File: src/rtl/way_alloc_ctrl.sv
module way_alloc_ctrl #(
  parameter int WAYS = 8,
  localparam int IW = $clog2(WAYS)
)(
  input  logic            clk,
  input  logic            rst_n,
  input  logic            cfg_we,
  input  logic [WAYS-1:0] cfg_core0,
  input  logic [WAYS-1:0] cfg_core1,
  input  logic [WAYS-1:0] cfg_shared,
  input  logic [WAYS-1:0] cfg_stash,
  input  logic [WAYS-1:0] cfg_sram,
  output logic            cfg_err,
  input  logic            req_valid,
  input  logic [1:0]      req_src,
  input  logic            req_hit,
  input  logic [IW-1:0]   req_hit_way,
  input  logic [WAYS-1:0] req_valid_ways,
  input  logic [WAYS-2:0] req_plru,
  input  logic            stash_alloc_off,
  output logic            hit_upd,
  output logic [WAYS-2:0] hit_plru,
  output logic            done,
  output logic            alloc_en,
  output logic [IW-1:0]   victim_way,
  output logic [WAYS-2:0] miss_plru
);

  logic [WAYS-1:0] c0_q, c1_q, sh_q, st_q, allowed, free_ways;
  logic [IW-1:0]   pick;
  logic            cfg_ok;

  function automatic logic size_ok(input logic [WAYS-1:0] m, input int max);
    int n;
    n = $countones(m);
    return (n == 0) || (((n & (n - 1)) == 0) && n <= max);
  endfunction

  function automatic logic [WAYS-2:0] touch(input logic [WAYS-2:0] t, input logic [IW-1:0] w);
    logic [WAYS-2:0] r;
    int node;
    r = t;
    for (int l = 0; l < IW; l++) begin
      node = (1 << l) - 1 + (int'(w) >> (IW - l));
      r[node] = ~w[IW-1-l];
    end
    return r;
  endfunction

  function automatic logic [IW-1:0] walk(input logic [WAYS-1:0] m, input logic [WAYS-2:0] t);
    logic [IW-1:0] w;
    int node, pre;
    logic la, ra;
    w = '0;
    for (int l = 0; l < IW; l++) begin
      pre  = int'(w) >> (IW - l);
      node = (1 << l) - 1 + pre;
      la = 1'b0;
      ra = 1'b0;
      for (int k = 0; k < WAYS; k++) begin
        if ((k >> (IW - l - 1)) == 2 * pre)     la = la | m[k];
        if ((k >> (IW - l - 1)) == 2 * pre + 1) ra = ra | m[k];
      end
      w[IW-1-l] = t[node] ? ra : ~la;
    end
    return w;
  endfunction

  assign cfg_ok = size_ok(cfg_core0, WAYS) && size_ok(cfg_core1, WAYS) &&
                  size_ok(cfg_shared, WAYS) && size_ok(cfg_sram, WAYS) &&
                  size_ok(cfg_stash, WAYS / 2) &&
                  ($countones(cfg_core0) + $countones(cfg_core1) + $countones(cfg_shared) +
                   $countones(cfg_stash) + $countones(cfg_sram) ==
                   $countones(cfg_core0 | cfg_core1 | cfg_shared | cfg_stash | cfg_sram));

  always_ff @(posedge clk or negedge rst_n)
    if (!rst_n) begin
      c0_q <= '0; c1_q <= '0; sh_q <= '1; st_q <= '0; cfg_err <= 1'b0;
    end else if (cfg_we) begin
      cfg_err <= ~cfg_ok;
      if (cfg_ok) begin
        c0_q <= cfg_core0; c1_q <= cfg_core1; sh_q <= cfg_shared; st_q <= cfg_stash;
      end
    end

  always_comb
    case (req_src)
      2'd0:    allowed = c0_q | sh_q;
      2'd1:    allowed = c1_q | sh_q;
      2'd2:    allowed = stash_alloc_off ? '0 : st_q;
      default: allowed = '0;
    endcase

  assign free_ways = allowed & ~req_valid_ways;

  always_comb begin
    pick = walk(allowed, req_plru);
    for (int k = WAYS - 1; k >= 0; k--)
      if (free_ways[k]) pick = IW'(k);
  end

  assign hit_upd  = req_valid & req_hit;
  assign hit_plru = touch(req_plru, req_hit_way);

  always_ff @(posedge clk or negedge rst_n)
    if (!rst_n) begin
      done <= 1'b0; alloc_en <= 1'b0; victim_way <= '0; miss_plru <= '0;
    end else begin
      done     <= req_valid & ~req_hit;
      alloc_en <= req_valid & ~req_hit & (|allowed);
      if (req_valid && !req_hit) begin
        victim_way <= pick;
        miss_plru  <= (|allowed) ? touch(req_plru, pick) : req_plru;
      end
    end

  a_r6_done_follows_miss: assert property (@(posedge clk) disable iff (!rst_n)
    $past(req_valid && !req_hit) |-> done);
  a_r7_hit_no_done: assert property (@(posedge clk) disable iff (!rst_n)
    $past(req_valid && req_hit) |-> !done);
  a_r2_victim_allowed: assert property (@(posedge clk) disable iff (!rst_n)
    alloc_en |-> |($past(allowed) & (WAYS'(1) << victim_way)));
  a_r4_prefers_invalid: assert property (@(posedge clk) disable iff (!rst_n)
    (alloc_en && $past(|free_ways)) |-> !(|($past(req_valid_ways) & (WAYS'(1) << victim_way))));
  a_r8_stash_off_no_alloc: assert property (@(posedge clk) disable iff (!rst_n)
    $past(req_valid && req_src == 2'd2 && stash_alloc_off) |-> !alloc_en);
  a_r9_reject_keeps_cfg: assert property (@(posedge clk) disable iff (!rst_n)
    ($past(cfg_we) && cfg_err) |-> ($stable(c0_q) && $stable(c1_q) && $stable(sh_q) && $stable(st_q)));
  a_r3_alloc_needs_done: assert property (@(posedge clk) disable iff (!rst_n)
    alloc_en |-> done);

endmodule

File: config.mk
export PLATFORM = sky130hd
export DESIGN_NAME = way_alloc_ctrl
export DESIGN_NICKNAME = d
export VERILOG_FILES = /design/src/rtl/way_alloc_ctrl.sv
export SDC_FILE = /design/constraint.sdc
export NUM_CORES = 1
export LEC_CHECK = 0
export ABC_AREA = 1
export BUFFER_PORTS_ARGS = -buffer_cell sky130_fd_sc_hd__buf_2
export CELL_PAD_IN_SITES_DETAIL_PLACEMENT = 1
export CELL_PAD_IN_SITES_GLOBAL_PLACEMENT = 2
export CORE_MARGIN = 8
export CORE_UTILIZATION = 35
export DETAILED_ROUTE_END_ITERATION = 16
export MAX_ROUTING_LAYER = met4
export PLACE_DENSITY_LB_ADDON = 0.1
export SLEW_MARGIN = 20
export SYNTH_ARGS = -nofsm -noshare
export SYNTH_HDL_FRONTEND = slang
export SYNTH_SLANG_ARGS = --single-unit
File: constraint.sdc
create_clock -name clk -period 6.41 [get_ports clk]
set_input_delay 1.282 -clock clk [delete_from_list [all_inputs] [get_ports clk]]
set_output_delay 1.282 -clock clk [all_outputs]
set_load 0.05 [all_outputs]
==> results.py, run 1 <==
metrics = {
    "clock_network": {
        "cts.clk_slew.worst_paths_ns": 0.07,
        "cts_sinks": 45,
        "clk_latency_ns": 0.29,
        "ctsHoldBuffers": 0,
        "cts_tree": "built",
        "cts-root-buf": "clkbuf_16",
        "htreeDepth": 2,
        "postCtsSetupBuffers": 0,
        "clockBufferDepth": 2,
        "cts_buffers": 5,
    },
    "routing": {
        "detail_route.first_pass.iterations": 4,
        "drtIter0Drc": 160,
        "num_vias": 4183,
        "ant_nets": 0,
        "wl_um": 15000,
        "drc": 0,
        "routedWlPerCell_um": 16.9,
        "viasPerCell": 4.73,
    },
    "worst_hold_path": {
        "hp-start": "miss_plru[6]$_DFFE_PN0P_",
        "hp-class": "reg -> reg",
        "min_to": "miss_plru[6]$_DFFE_PN0P_",
        "hold_path_depth": 2,
    },
    "worst_setup_path": {
        "critical_path.max_fanout": 32,
        "worstSetupStartpointType": "input port",
        "path_class": "in -> reg",
        "worstPathRequired_ns": 6.58,
        "reg2reg_to": "miss_plru[6]$_DFFE_PN0P_",
        "crit_path_end_kind": "flip-flop",
        "r2r-start": "c1_q[5]$_DFFE_PN0P_",
        "reg2reg_setup_slack_ns": 3.16,
        "crit_arrival_ns": 7.16,
        "reg2reg_depth": 25,
    },
    "pwr": {
        "vdd_ir_drop_max_mv": 0.448,
        "leakagePower_nw": 3.35,
        "power_density_nw_per_um2": 351,
    },
    "grt": {
        "grt_pass1_wl_um": 24100,
        "grt_use_total_pct": 19.0,
        "grt_max_degree": 46,
        "top_usage_layer": "met2",
        "grt-ovfl-total": 0,
        "grtUsageMet3_pct": 2.51,
        "first_global_vias": 4734,
        "met1_usage_pct": 19.8,
        "use_met2_pct": 35.5,
        "antenna_found_initial": 0,
    },
    "logic_synthesis": {
        "synth-compound-area-share_pct": 7.71,
        "ys_ff_latch": 45,
        "synth_top_area_share_pct": 20.6,
        "yosys.area_share.simple_pct": 24.0,
        "ys_warn_count": 0,
        "postSynthAreaPerCell_um2": 7.70,
        "synth_cell_type_count": 40,
        "synth_area_um2": 4500,
        "ys_seq_area_share_pct": 25.3,
        "synthAdderAreaFrac_pct": 25.7,
        "synth_ff_type": "dfrtp_1",
        "async_reset_ff_share_pct": 100,
        "yosysTopAreaCell": "dfrtp_1",
        "synth_nets": 719,
        "synthXorXnorAreaFrac_pct": 2.14,
        "netlist_instances": 584,
        "synth_top_family_by_area": "adder cells",
        "synth_area_leaders": "dfrtp_1 (21%), fa_1 (16%), inv_1 (12%)",
        "synth_edf_count": 0,
        "synth_mux_area_share_pct": 2.00,
    },
    "layout": {
        "final_common_cell": "inv_1",
        "fill_cells": 1572,
        "fin_util_pct": 46.1,
        "num_antenna_cells": 0,
        "area_growth_pct": 28.7,
        "multi_input_area_um2": 2900,
        "layout.nets": 847,
        "final_cells": 885,
        "drive_gt1_share_pct": 29.0,
        "layout_common_cells": "inv_1 (135), nand2_1 (108), buf_2 (82)",
        "seq_area_um2": 1140,
        "stdcell_area_um2": 5790,
    },
    "timing": {
        "slew-limit-headroom_pct": 56.9,
        "max_freq_mhz": 143,
        "min_period_over_period_pct": 109,
        "finalMaxSlewViolations": 0,
        "min_period_ns": 6.99,
        "rsz0062_at_grt": "true",
        "worst_pin_slew_ns": 0.641,
        "hold_violations": 0,
        "setup_viol": 33,
        "holdWs_ns": 0.476,
        "fin_ws_ns": -0.577,
        "finClkSkew_ns": 0.0102,
    },
    "status": {
        "violations": "setup timing",
        "outcome": "finished, violations left",
    },
    "floorplan": {
        "num_rows": 41,
        "start_util_pct": 35.8,
        "die_y_um": 129,
        "die_area_um2": 16700,
        "core_um2": 12600,
        "ios": 87,
        "die_w_um": 129,
    },
    "placement": {
        "dp_hpwl_um": 13000,
        "dpl_cell_area_um2": 5430,
        "place_inst": 875,
        "numPortBuffers": 86,
        "gp_congestion": 0.903,
    },
    "run": {
        "cap_violations": 0,
    },
}
-- kinds of logic after synthesis --
group / Yosys count
compound gates: 62
xor+xnor: 11
fa+ha+maj: 72
buf+inv: 152
flops: 45
mux: 9
simple gates: 233
-- synth_stat cells (2+ instances only) --
library cell  number
inv_2              3
nor2_2             3
xor2_1             3
o21ai_0           38
or2_2              6
nor3b_1            3
nand2_1          119
inv_1            138
maj3_1             3
nor2_1            27
ha_1              34
o211ai_1           3
a21o_1             5
nand4_1            3
nand2_4            4
nor3_1             9
nand2_2            4
buf_6              2
a21oi_1           10
clkbuf_1           7
nand3_1           48
dfstp_2            8
mux2i_1            9
inv_4              2
fa_1              35
xnor2_1            8
dfrtp_1           37
-- worst max-delay path, stage by stage --
cell and delay, ns:
buf_6 0.10, fa_1 0.52, inv_1 0.05, fa_1 0.46, fa_1 0.51, inv_1 0.05
ha_2 0.18, fa_2 0.57, fa_1 0.43, fa_1 0.51, inv_2 0.04, fa_1 0.50
inv_1 0.05, ha_2 0.19, fa_2 0.53, xor2_1 0.16, o211ai_1 0.14, a2111oi_2 0.26
nand2_2 0.16, buf_12 0.21, mux2i_1 0.19, inv_1 0.06
-- sequential cells by signal, indices dropped and copies added, names as in the netlist --
signal,cells
c0_q,8
c1_q,8
sh_q,8
st_q,8
miss_plru,7
victim_way,3
alloc_en,1
cfg_err,1
done,1
-- stage by stage --
stage / setup WS (ns) / TNS, ns / power, mW
global route: -0.805 / -24.44 / 2.22
floorplan: -0.634 / -19.17 / 1.32
detailed placement: -1.06 / -32.68 / 1.73
CTS: -0.695 / -20.89 / 2.01
finish: -0.577 / -16.75 / 2.03
global placement: -0.877 / -27.29 / 1.63
-- routing by layer --
layer / part of all wire, % / wire (um)
met1: 38 / 5720
met2: 55 / 8220
met3: 3.6 / 541
met4: 3.2 / 473
met5: 0 / 0
-- where the power goes --
part           switching, mW  leakage [nW]  internal (mW)
clock                  0.118        0.0704          0.147
combinational          0.806          2.74          0.640
sequential            0.0131         0.545          0.311
-- timing repair --
| item | 4_1_cts | 5_1_grt |
|---|---|---|
| gates resized for setup | 23 | 34 |
| pin swaps | 4 | 2 |
| gates cloned | 0 | 2 |
| endpoints found under the setup margin | 33 | 33 |
-- how the worst max path moves through the flow --
stage | depth (start not counted) | endpoint | from
finish | 22 | c0_q[0]$_DFFE_PN0P_ | cfg_core0[0]
global route | 22 | c0_q[0]$_DFFE_PN0P_ | cfg_core0[0]
CTS | 24 | st_q[7]$_DFFE_PN0P_ | cfg_core0[0]
detailed placement | 21 | st_q[1]$_DFFE_PN0P_ | cfg_shared[0]
global placement | 22 | st_q[4]$_DFFE_PN0P_ | cfg_shared[0]
floorplan | 23 | c0_q[4]$_DFFE_PN0P_ | cfg_shared[0]
-- cell type report --
cell class,count,share of cell area (%)
Sequential cell,45,19.6
Inverter,143,9.40
Clock buffer,5,2.16
Clock inverter,3,0.432
Multi-Input combinational cell,387,50.1
Timing Repair Buffer,130,14.6
Tap cell,172,3.72
Power figures use the tool's default switching activity.
==> run 2, diff against run 1 <==
REMOVE_ABC_BUFFERS = 1   (was not set)
==> run 2 against run 1 <==
Net effect:
- the run still ends with setup timing left
- first-iteration DRC count is 12% lower
- largest power group unchanged
- count of clock-buffer cells in the layout is 1 higher
- routed wire length is 0.82% lower
- fmax is 1.8% lower
- via count is 0.69% higher
- global-route usage is 0.19 points lower
- critical path type unchanged
- combinational power hardly changed
- core utilization is 1.9 points higher
==> results.py, run 2 (same netlist as run 1, synthesis figures left out) <==
metrics = {
    "routing": {
        "wl_um": 14800,
        "drtIter0Drc": 141,
        "ant_nets": 0,
        "routedWlPerCell_um": 16.6,
        "num_vias": 4212,
        "detail_route.first_pass.iterations": 4,
        "drc": 0,
        "viasPerCell": 4.73,
    },
    "placement": {
        "gp_congestion": 0.838,
        "dp_hpwl_um": 12300,
        "numPortBuffers": 86,
        "pre_cts_slack_ns": -1.24,
    },
    "layout": {
        "num_antenna_cells": 0,
        "fill_cells": 1558,
        "layout.nets": 853,
        "area_growth_pct": 34.0,
        "final_common_cell": "inv_1",
        "layout_common_cells": "inv_1 (133), nand2_1 (95), buf_2 (82)",
        "drive_gt1_share_pct": 32.4,
    },
    "worst_setup_path": {
        "cpMostUsedCell": "fa_1",
        "crit_arrival_ns": 7.34,
        "cpMaxStageDelayCell": "fa_2",
        "worstPathRequired_ns": 6.63,
        "path_class": "in -> reg",
        "cp_top_family": "adder cells",
        "cpPeakStageDelay_ns": 0.59,
        "critical_path.max_fanout": 8,
        "crit_path_end_kind": "flip-flop",
        "worstSetupStartpointType": "input port",
        "path_buf_inv": 9,
    },
    "clock_network": {
        "cts.clk_slew.worst_paths_ns": 0.06,
        "cts-root-buf": "clkbuf_16",
        "ctsHoldBuffers": 0,
        "clk_latency_ns": 0.29,
        "clockBufferDepth": 2,
        "cts_buffers": 5,
        "cts_sinks": 45,
        "htreeDepth": 2,
        "cts_tree": "built",
    },
    "floorplan": {
        "die_w_um": 129,
        "die_area_um2": 16700,
        "ios": 87,
        "start_util_pct": 35.8,
        "die_y_um": 129,
        "core_um2": 12600,
        "num_rows": 41,
    },
    "run": {
        "cap_violations": 0,
    },
    "grt": {
        "grt_use_total_pct": 18.8,
        "grt_pass1_wl_um": 23900,
        "grt-ovfl-total": 0,
        "grt_max_degree": 46,
        "antenna_found_initial": 0,
        "first_global_vias": 4780,
    },
    "timing": {
        "holdWs_ns": 0.472,
        "rsz0062_at_grt": "true",
        "finalMaxSlewViolations": 0,
        "hold_violations": 0,
        "worst_pin_slew_ns": 0.657,
        "fin_ws_ns": -0.705,
        "finClkSkew_ns": 0.00541,
        "min_period_over_period_pct": 111,
        "setup_viol": 33,
        "min_period_ns": 7.11,
        "max_freq_mhz": 141,
        "slew-limit-headroom_pct": 55.8,
    },
    "pwr": {
        "vdd_ir_drop_max_mv": 0.422,
        "leakagePower_nw": 3.42,
        "power_density_nw_per_um2": 341,
    },
    "status": {
        "outcome": "finished, violations left",
        "violations": "setup timing",
    },
    "worst_hold_path": {
        "hp-class": "reg -> reg",
    },
}
==> run 2: cell count changes in the layout (fill, tap and decap cells not counted), sizes merged <==
| cell | change |
|---|---|
| buf | +6 |
| inv | -2 |
| bufinv | +1 |
| clkbuf | +1 |
| clkinv | +1 |
| clkinvlp | -1 |
==> run 2: area by class of cell <==
class                      count  area [um^2]  share of cell area (%)
clock buffer                   6          129                    2.14
sequential                    45         1140                    18.9
multi-input combinational    387         2990                    49.7
inverter                     143          554                    9.20
timing repair buffer         136          963                    16.0
clock inverter                 2         35.0                   0.581
tap                          172          215                    3.57
==> run 2: what timing repair did <==
| action | 4_1_cts | 5_1_grt |
|---|---|---|
| pin swaps | 5 | 11 |
| buffers inserted | 2 | 2 |
| gates cloned | 3 | 2 |
| setup endpoints to repair | 33 | 33 |
| gates resized for setup | 51 | 57 |
==> run 2: power by group <==
group / switching (mW) / total, mW / leakage, nW / internal [mW]
logic: 0.785 / 1.44 / 2.80 / 0.653
clock network: 0.110 / 0.294 / 0.0808 / 0.184
registers: 0.0129 / 0.324 / 0.545 / 0.311
total: 0.908 / 2.06 / 3.42 / 1.15
==> run 2: metrics by stage <==
stage | cells | setup TNS (ns) | utilization, % | instance area, um^2 | total power, mW
after global routing | 891 | -31.87 | 47.9 | 6030 | 2.30
after global placement | 875 | -30.49 | 43.1 | 5420 | 1.62
after floorplan | 575 | -36.21 | - | 4450 | 1.30
after CTS | 888 | -20.50 | 46.3 | 5820 | 2.05
final | 891 | -21.95 | 47.9 | 6030 | 2.06
after detailed placement | 875 | -35.91 | 43.1 | 5420 | 1.68
==> run 2: worst paths after layout <==
| path | start | endpoint | slack, ns | depth (start not counted) |
|---|---|---|---|---|
| max | cfg_core0[3] | sh_q[4]$_DFFE_PN1P_ | -0.70 | 26 |
| max in group asynchronous | rst_n | c1_q[7]$_DFFE_PN0P_ | 4.97 | 1 |
| min | miss_plru[6]$_DFFE_PN0P_ | miss_plru[6]$_DFFE_PN0P_ | 0.47 | 2 |
| max reg2reg | c1_q[5]$_DFFE_PN0P_ | miss_plru[6]$_DFFE_PN0P_ | 3.34 | 25 |
| min in group asynchronous | rst_n | st_q[2]$_DFFE_PN0P_ | 0.99 | 1 |
| min reg2reg | miss_plru[6]$_DFFE_PN0P_ | miss_plru[6]$_DFFE_PN0P_ | 0.47 | 2 |
==> run 2: routing by layer <==
metal  vias to the layer above  wire (um)  track usage [%]
met5                         -          0                -
li1                       2070          -                -
met1                      2050       6030             20.8
met2                        74       8000             34.8
met4                         0        318             4.63
met3                        18        490             2.71
==> run 2: worst register-to-register path, stage by stage, from the launching register on <==
cell and delay (ns):
dfrtp_1 0.40, a21oi_1 0.15, nand2_1 0.08, nand2_1 0.07, nand2_1 0.13, nor2_2 0.20, nand2_2 0.11, nand2_4 0.10
nand2_4 0.08, nand2_1 0.06, nand2_1 0.14, ha_1 0.25, nand2_1 0.07, o21ai_0 0.07, a221oi_1 0.27, nand3_1 0.12
nand3_1 0.09, nand2_1 0.05, nand2_1 0.05, nand2_1 0.04, nand2_1 0.05, nand2_1 0.06, nand2_2 0.10, nand3_1 0.08
nand3_1 0.08, nand2_1 0.05
